`config.mk`:
```
export PLATFORM = sky130hd
export DESIGN_NAME = shared_irq_autovec
export DESIGN_NICKNAME = d
export VERILOG_FILES = /design/src/rtl/irqv_pkg.sv /design/src/rtl/irq_pending_regs.sv /design/src/rtl/irq_prio_encoder.sv /design/src/rtl/irq_fetch_mux.sv /design/src/rtl/shared_irq_autovec.sv
export SDC_FILE = /design/constraint.sdc
export NUM_CORES = 1
export LEC_CHECK = 0
export CAP_MARGIN = 20
export CORE_ASPECT_RATIO = 1.25
export CORE_UTILIZATION = 42
export CTS_CLUSTER_DIAMETER = 30
export DETAILED_ROUTE_END_ITERATION = 10
export GPL_TIMING_DRIVEN = 0
export PLACE_DENSITY_LB_ADDON = 0.1
export RECOVER_POWER = 50
export SLEW_MARGIN = 10
export SYNTH_ARGS = -nofsm -noshare
export SYNTH_HDL_FRONTEND = slang
export SYNTH_SLANG_ARGS = --single-unit
```
`constraint.sdc`:
```
create_clock -name clk -period 4.26 [get_ports clk]
set_input_delay 0.426 -clock clk [delete_from_list [all_inputs] [get_ports clk]]
set_output_delay 0.426 -clock clk [all_outputs]
set_load 0.05 [all_outputs]
```
`src/rtl/irqv_pkg.sv`:
```
// Package irqv_pkg
// Shared constants and the register-select encoding for the shared
// interrupt controller. Assumes one 8-bit code-fetch data path.
package irqv_pkg;
    localparam int unsigned NUM_SRC    = 14;
    localparam int unsigned ADDR_W     = 16;
    localparam int unsigned DATA_W     = 8;
    localparam logic [7:0]  VEC_BASE   = 8'h80;
    localparam logic [7:0]  VEC_STEP   = 8'd4;
    localparam logic [15:0] PAGE_ADDR  = 16'h0054;
    localparam logic [15:0] VEC_ADDR   = 16'h0055;
    localparam logic [15:0] ENTRY_ADDR = 16'h0053;

    typedef enum logic [1:0] {
        SEL_ENABLE = 2'd0,
        SEL_CLEAR  = 2'd1,
        SEL_CTRL   = 2'd2
    } reg_sel_e;
endpackage

```
`src/rtl/irq_pending_regs.sv`:
```
// Module irq_pending_regs
// Holds the sticky request bits, the enable mask and the substitution
// enable. Events set bits, write-one clears them, and a set beats a
// clear in the same cycle. Assumes event pulses are synchronous to clk.
module irq_pending_regs
    import irqv_pkg::*;
#(
    parameter int unsigned N = NUM_SRC
) (
    input  logic         clk,
    input  logic         rst_n,
    input  logic [N-1:0] evt_i,
    input  logic         wr_i,
    input  logic [1:0]   sel_i,
    input  logic [N-1:0] wdata_i,
    output logic [N-1:0] pend_o,
    output logic [N-1:0] mask_o,
    output logic         av_o
);
    logic [N-1:0] pend_q;
    logic [N-1:0] mask_q;
    logic         av_q;
    logic [N-1:0] clr_bits;

    // Decode the write-one-to-clear bits for this cycle.
    always_comb begin
        clr_bits = (wr_i && (sel_i == SEL_CLEAR)) ? wdata_i : '0;
    end

    // Update the request bits, the mask and the control bit.
    always_ff @(posedge clk) begin
        if (!rst_n) begin
            pend_q <= '0;
            mask_q <= '0;
            av_q   <= 1'b0;
        end else begin
            pend_q <= (pend_q & ~clr_bits) | evt_i;
            if (wr_i && (sel_i == SEL_ENABLE)) begin
                mask_q <= wdata_i;
            end
            if (wr_i && (sel_i == SEL_CTRL)) begin
                av_q <= wdata_i[0];
            end
        end
    end

    assign pend_o = pend_q;
    assign mask_o = mask_q;
    assign av_o   = av_q;
endmodule

```
`src/rtl/irq_prio_encoder.sv`:
```
// Module irq_prio_encoder
// Fixed-priority resolution: the lowest set index wins. Produces the
// any-request flag and the vector byte BASE + STEP*index. With no
// request, the byte equals BASE. Purely combinational.
module irq_prio_encoder
    import irqv_pkg::*;
#(
    parameter int unsigned N = NUM_SRC,
    parameter logic [7:0]  BASE = VEC_BASE,
    parameter logic [7:0]  STEP = VEC_STEP
) (
    input  logic [N-1:0] req_i,
    output logic         any_o,
    output logic [7:0]   vec_o
);
    localparam int unsigned IDX_W = (N > 1) ? $clog2(N) : 1;

    logic [IDX_W-1:0] idx;

    // Scan from the highest index down, so the lowest set index wins.
    always_comb begin
        idx = '0;
        for (int i = N - 1; i >= 0; i--) begin
            if (req_i[i]) begin
                idx = IDX_W'(i);
            end
        end
    end

    // Form the request flag and the vector byte.
    always_comb begin
        any_o = |req_i;
        vec_o = BASE + 8'(idx) * STEP;
    end
endmodule

```
`src/rtl/irq_fetch_mux.sv`:
```
// Module irq_fetch_mux
// Replaces the fetched code byte at the vector address with the vector
// byte when substitution is enabled. All other accesses pass memory
// data unchanged. Assumes the address is stable during the fetch cycle.
module irq_fetch_mux
    import irqv_pkg::*;
#(
    parameter int unsigned AW = ADDR_W,
    parameter int unsigned DW = DATA_W,
    parameter logic [15:0] SUB_ADDR = VEC_ADDR
) (
    input  logic [AW-1:0] addr_i,
    input  logic          code_i,
    input  logic          av_i,
    input  logic [DW-1:0] mem_i,
    input  logic [DW-1:0] vec_i,
    output logic [DW-1:0] data_o
);
    // Select the vector byte only for a code fetch at the vector address.
    always_comb begin
        if (av_i && code_i && (addr_i == AW'(SUB_ADDR))) begin
            data_o = vec_i;
        end else begin
            data_o = mem_i;
        end
    end
endmodule

```
`src/rtl/shared_irq_autovec.sv`:
```
// Module shared_irq_autovec
// Top level of the shared interrupt controller. It latches event pulses,
// gates them with the enable mask, drives the shared request, substitutes
// the vector byte into code fetches, and presents the entry address on
// acknowledge. Assumes a single clock and synchronous active-low reset.
module shared_irq_autovec
    import irqv_pkg::*;
#(
    parameter int unsigned N  = NUM_SRC,
    parameter int unsigned AW = ADDR_W,
    parameter int unsigned DW = DATA_W
) (
    input  logic          clk,
    input  logic          rst_n,
    input  logic [N-1:0]  evt_i,
    input  logic          reg_wr_i,
    input  logic [1:0]    reg_sel_i,
    input  logic [N-1:0]  reg_wdata_i,
    input  logic [AW-1:0] fetch_addr_i,
    input  logic          fetch_code_i,
    input  logic [DW-1:0] mem_data_i,
    output logic [DW-1:0] fetch_data_o,
    output logic          irq_o,
    input  logic          ack_i,
    output logic [AW-1:0] entry_addr_o
);
    logic [N-1:0] pend;
    logic [N-1:0] mask;
    logic         av_en;
    logic [N-1:0] live_req;
    logic [7:0]   vec_byte;

    irq_pending_regs #(.N(N)) u_regs (
        .clk     (clk),
        .rst_n   (rst_n),
        .evt_i   (evt_i),
        .wr_i    (reg_wr_i),
        .sel_i   (reg_sel_i),
        .wdata_i (reg_wdata_i),
        .pend_o  (pend),
        .mask_o  (mask),
        .av_o    (av_en)
    );

    // Only enabled held requests take part in the line and in resolution.
    always_comb begin
        live_req = pend & mask;
    end

    irq_prio_encoder #(.N(N)) u_prio (
        .req_i (live_req),
        .any_o (irq_o),
        .vec_o (vec_byte)
    );

    irq_fetch_mux #(.AW(AW), .DW(DW)) u_mux (
        .addr_i (fetch_addr_i),
        .code_i (fetch_code_i),
        .av_i   (av_en),
        .mem_i  (mem_data_i),
        .vec_i  (DW'(vec_byte)),
        .data_o (fetch_data_o)
    );

    // Present the entry address only while the acknowledge is high.
    always_comb begin
        entry_addr_o = ack_i ? AW'(ENTRY_ADDR) : '0;
    end
endmodule

```
Word level (Yosys, flattened, before mapping). Cells that the tools add are included.

Add/subtract/negate cells: 1. Equal/unequal tests: 3. Muxes and demuxes: 17. Bitwise operators: 4. Reduce and logical (&&, ||, !) cells: 7.

Operators by type and width (count): $mux W4 (14); $and A14 B14 Y14 (2); $eq A16 B7 Y1 const B (1); $mux W14 (1); $not A14 Y14 (1); $or A14 B14 Y14 (1); $reduce_or A14 Y1 (1); $add A8 B6 Y8 const A (1); $mux W8 (1); $mux W7 (1); $logic_and A1 B1 Y1 (5); $eq A2 B1 Y1 const B (1); $eq A2 B2 Y1 const B (1); $logic_not A2 Y1 (1).

Bits in registers: 29. Bits of input ports: 59.

Logic depth before layout (Yosys ltp).
Word-level depth: 17. Gate-level depth with buffers: 6. Mapped depth without buffers: 5.

Hierarchy. From an unflattened synthesis, not the netlist that was laid out.

Cell total of the unflattened synthesis: 202. Area total of the unflattened synthesis: 1691.6 um^2.

Modules (own cells, without submodules): irq_pending_regs (times used 1, cells an instance 126, area an instance 1146.1 um^2); shared_irq_autovec (times used 1, cells an instance 31, area an instance 211.5 um^2); irq_prio_encoder (times used 1, cells an instance 31, area an instance 186.4 um^2); irq_fetch_mux (times used 1, cells an instance 14, area an instance 147.6 um^2).

Least setup slack after synthesis. Ideal clock, no wire load.

Path kind: in2out. Start point: input fetch_addr_i[9]. End point: output fetch_data_o[5]. Arrival: 1955 ps. Data required time: 3834 ps. Slack: 1879 ps. Stages on the path: 5. Buffers on the path: 1. Cell sequence: or4b_4 nor4_4 buf_6 nand3_1 o21ai_0.

Longest elaborated chain between the ends: 3.

Ends and longest elaborated chain: start: declaration (line shared_irq_autovec.sv:19) `input logic [AW-1:0] fetch_addr_i,`; $eq A16 B7 Y1 (line irq_fetch_mux.sv:21) `if (av_i && code_i && (addr_i == AW'(SUB_ADDR))) begin`; $logic_and A1 B1 Y1 (line irq_fetch_mux.sv:21); $mux W8 (line irq_fetch_mux.sv:21); end: declaration (line shared_irq_autovec.sv:22) `output logic [DW-1:0] fetch_data_o,`.

Every way passes these cells.

Worst setup path in the final report.
Start point: input fetch_addr_i[9]. End point: output fetch_data_o[3].

Same word-level chain as after synthesis.

==> flow_summary.toml <==
[yosys]
synthArstFlopShare = 0
ys_types = 36
synth-seq-area-share = 0.373
yosysMostFrequentCell = "nand2_1"
synth_edf_count = 0
synth_area_um2 = 1560
synth_ff_type = "dfxtp_1"
ys_ff_latch = 29
synthCells = 198
ys_top_cells_by_area = "dfxtp_1 37%, nand2_1 13%, buf_4 7.7%"
yosys.area.top_type_share = 0.373
ys_warn_count = 0
yosysTopAreaCell = "dfxtp_1"
synth.avg_cell_area_um2 = 7.86
synthTopCellsByCount = "53 x nand2_1, 29 x dfxtp_1, 19 x nor2b_1, 17 x a21oi_1, 16 x buf_4"

[setup_path]
worstSetupEndpointType = "primary output"
path_max_fanout = 10
cp.required_ps = 3830
critPathKind = "input port to primary output"
worstSetupStartpointType = "input port"
worstPathArrival_ps = 2850

[global_routing]
grt_pass1_vias = 1509
grt_pass1_wl_um = 6780
grt_max_degree = 11
grt_overflow = 0
grtUsageTotal = 0.217
antenna_found_initial = 0

[routing]
drc = 0
wl_um = 3960
drt_pre_antenna_iters = 5
via_per_inst = 4.84
ant_nets = 0
dr_total_vias = 1568
drt_iter0_markers = 56
detail_route.wl_per_cell_um = 12.2

[flow_run]
max_cap_viol_count = 0

[place]
hpwl_um = 3160
place_ws_ps = 981
place_congestion = 0.817
port_buffers = 69

[clock_tree]
cts-root-buf = "clkbuf_8"
path_clk_slew_ps = 60
cts_resized = 0
clk_latency_ps = 270
cts_tree = "yes"
cts_inserted_buffers = 5
cts.sinks = 29
cts_setup_buffers = 0
htreeDepth = 2
cts.hold.buffers_added = 0
ctsLongestPathBuffers = 2

[sta]
rsz0062_at_grt = "false"
finalSetupTns_ps = 0
fmax_mhz = 305
fin_skew_ps = 0
slew_headroom = 0.582
finalHoldViolCount = 0
setup_viol = 0
worst_pin_slew_ps = 626
maxSlewViolCount = 0
final_min_period_over_clock_period = 0.769
whs_ps = 465
worst_slack_ps = 984
period_needed_ps = 3280

[final_layout]
nNetsFinal = 344
antennaDiodeCount = 0
drive_gt1_frac = 0.102
area_growth_pct = 55.6
n_fill_cell = 314

[floorplan]
ios = 84
start_util = 0.443
die_h_um = 70.1
coreArea_um2 = 3510
fp-row-count = 24
die_area_um2 = 3950
die_w_um = 56.5

[pwr]
power_mw = 0.694
switching_share = 0.277
power.leakage_nw = 0.953
pwr-share-clk = 0.319
p_switching_mw = 0.192
internal_power_mw = 0.501
seq_power_share = 0.428
powerDensity_nw_per_um2 = 286
vdd_drop_max_mv = 0.342
comb_power_share = 0.253

[min_path]
min_path_type = "flop to flop"

[run_status]
status = "finished, final reports clean"
sequential cells by signal, summed over array words and instances (netlist names):
name	count
u_regs.av_o	1
u_regs.mask_o	14
u_regs.pend_o	14
metrics by stage:
| stage | instances | utilization | area, um^2 |
|---|---|---|---|
| 2_1_floorplan | 209 | - | 1600 |
| 3_3_place_gp | 317 | 0.665 | 2340 |
| 3_5_place_dp | 317 | 0.665 | 2340 |
| 4_1_cts | 324 | 0.690 | 2420 |
| 5_1_grt | 324 | 0.689 | 2420 |
| 6_report | 324 | 0.689 | 2420 |
critical path, cell delays in order:
cell	delay, ps
clkdlybuf4s50_1	400
or4b_4	550
nor4_4	270
buf_6	180
nand3b_1	90
o21ai_1	110
clkdlybuf4s50_1	830
placed cells by master, fill, tap and decap left out, types with 3 or more instances in the layout:
master	n
nand2_1	53
conb_1	12
dfxtp_1	29
dlygate4sd3_1	5
nand3_1	5
buf_4	16
clkbuf_8	6
clkdlybuf4s50_1	64
clkbuf_1	9
a21oi_1	17
nor2b_1	19
a22oi_1	3
a21boi_0	14
nor2_1	3
power by group through the flow:
stage | registers (mW) | logic (mW) | clock network, mW
2_1_floorplan | 0.299 | 0.0999 | 0
6_report | 0.297 | 0.175 | 0.222
4_1_cts | 0.297 | 0.177 | 0.226
3_3_place_gp | 0.302 | 0.175 | 0
3_5_place_dp | 0.302 | 0.177 | 0
5_1_grt | 0.299 | 0.188 | 0.239
cell type report:
cell class	count	area [um^2]	share of cell area
flip-flops and latches	29	581	0.240
multi-input cells	153	847	0.350
well taps	39	48.8	0.0201
plain buffers	25	161	0.0666
clock buffers	7	86.3	0.0356
inverters	2	7.51	0.00310
repair buffers	69	691	0.285
routing by layer:
metal	vias up	wire length, um	GRT usage
li1	813	-	-
met5	-	0	0
met3	6	290	0.0759
met2	70	2000	0.384
met1	679	1600	0.238
met4	0	63	0.0678
kinds of logic (layout without fill, tap and decap cells):
logic type,count (synthesis),count (layout),synth area share
multiplexers,2,2,0.0137
other,1,12,0.00241
AO/OA/AOI/OAI,46,46,0.195
buffers and inverters,27,103,0.109
flip-flops,29,29,0.373
AND/OR/NAND/NOR,93,93,0.306
path summary, 6_finish.rpt:
path                                          to  cells after the start             start  slack, ps
worst max register to register  u_regs.mask_o[2]                      2  u_regs.mask_o[2]       3580
worst min-delay path            u_regs.mask_o[3]                      2  u_regs.mask_o[3]        460
worst min register to register  u_regs.mask_o[3]                      2  u_regs.mask_o[3]        460
worst max-delay path             fetch_data_o[3]                      7   fetch_addr_i[9]        980
Note: power is estimated with default switching activity, not from simulation.
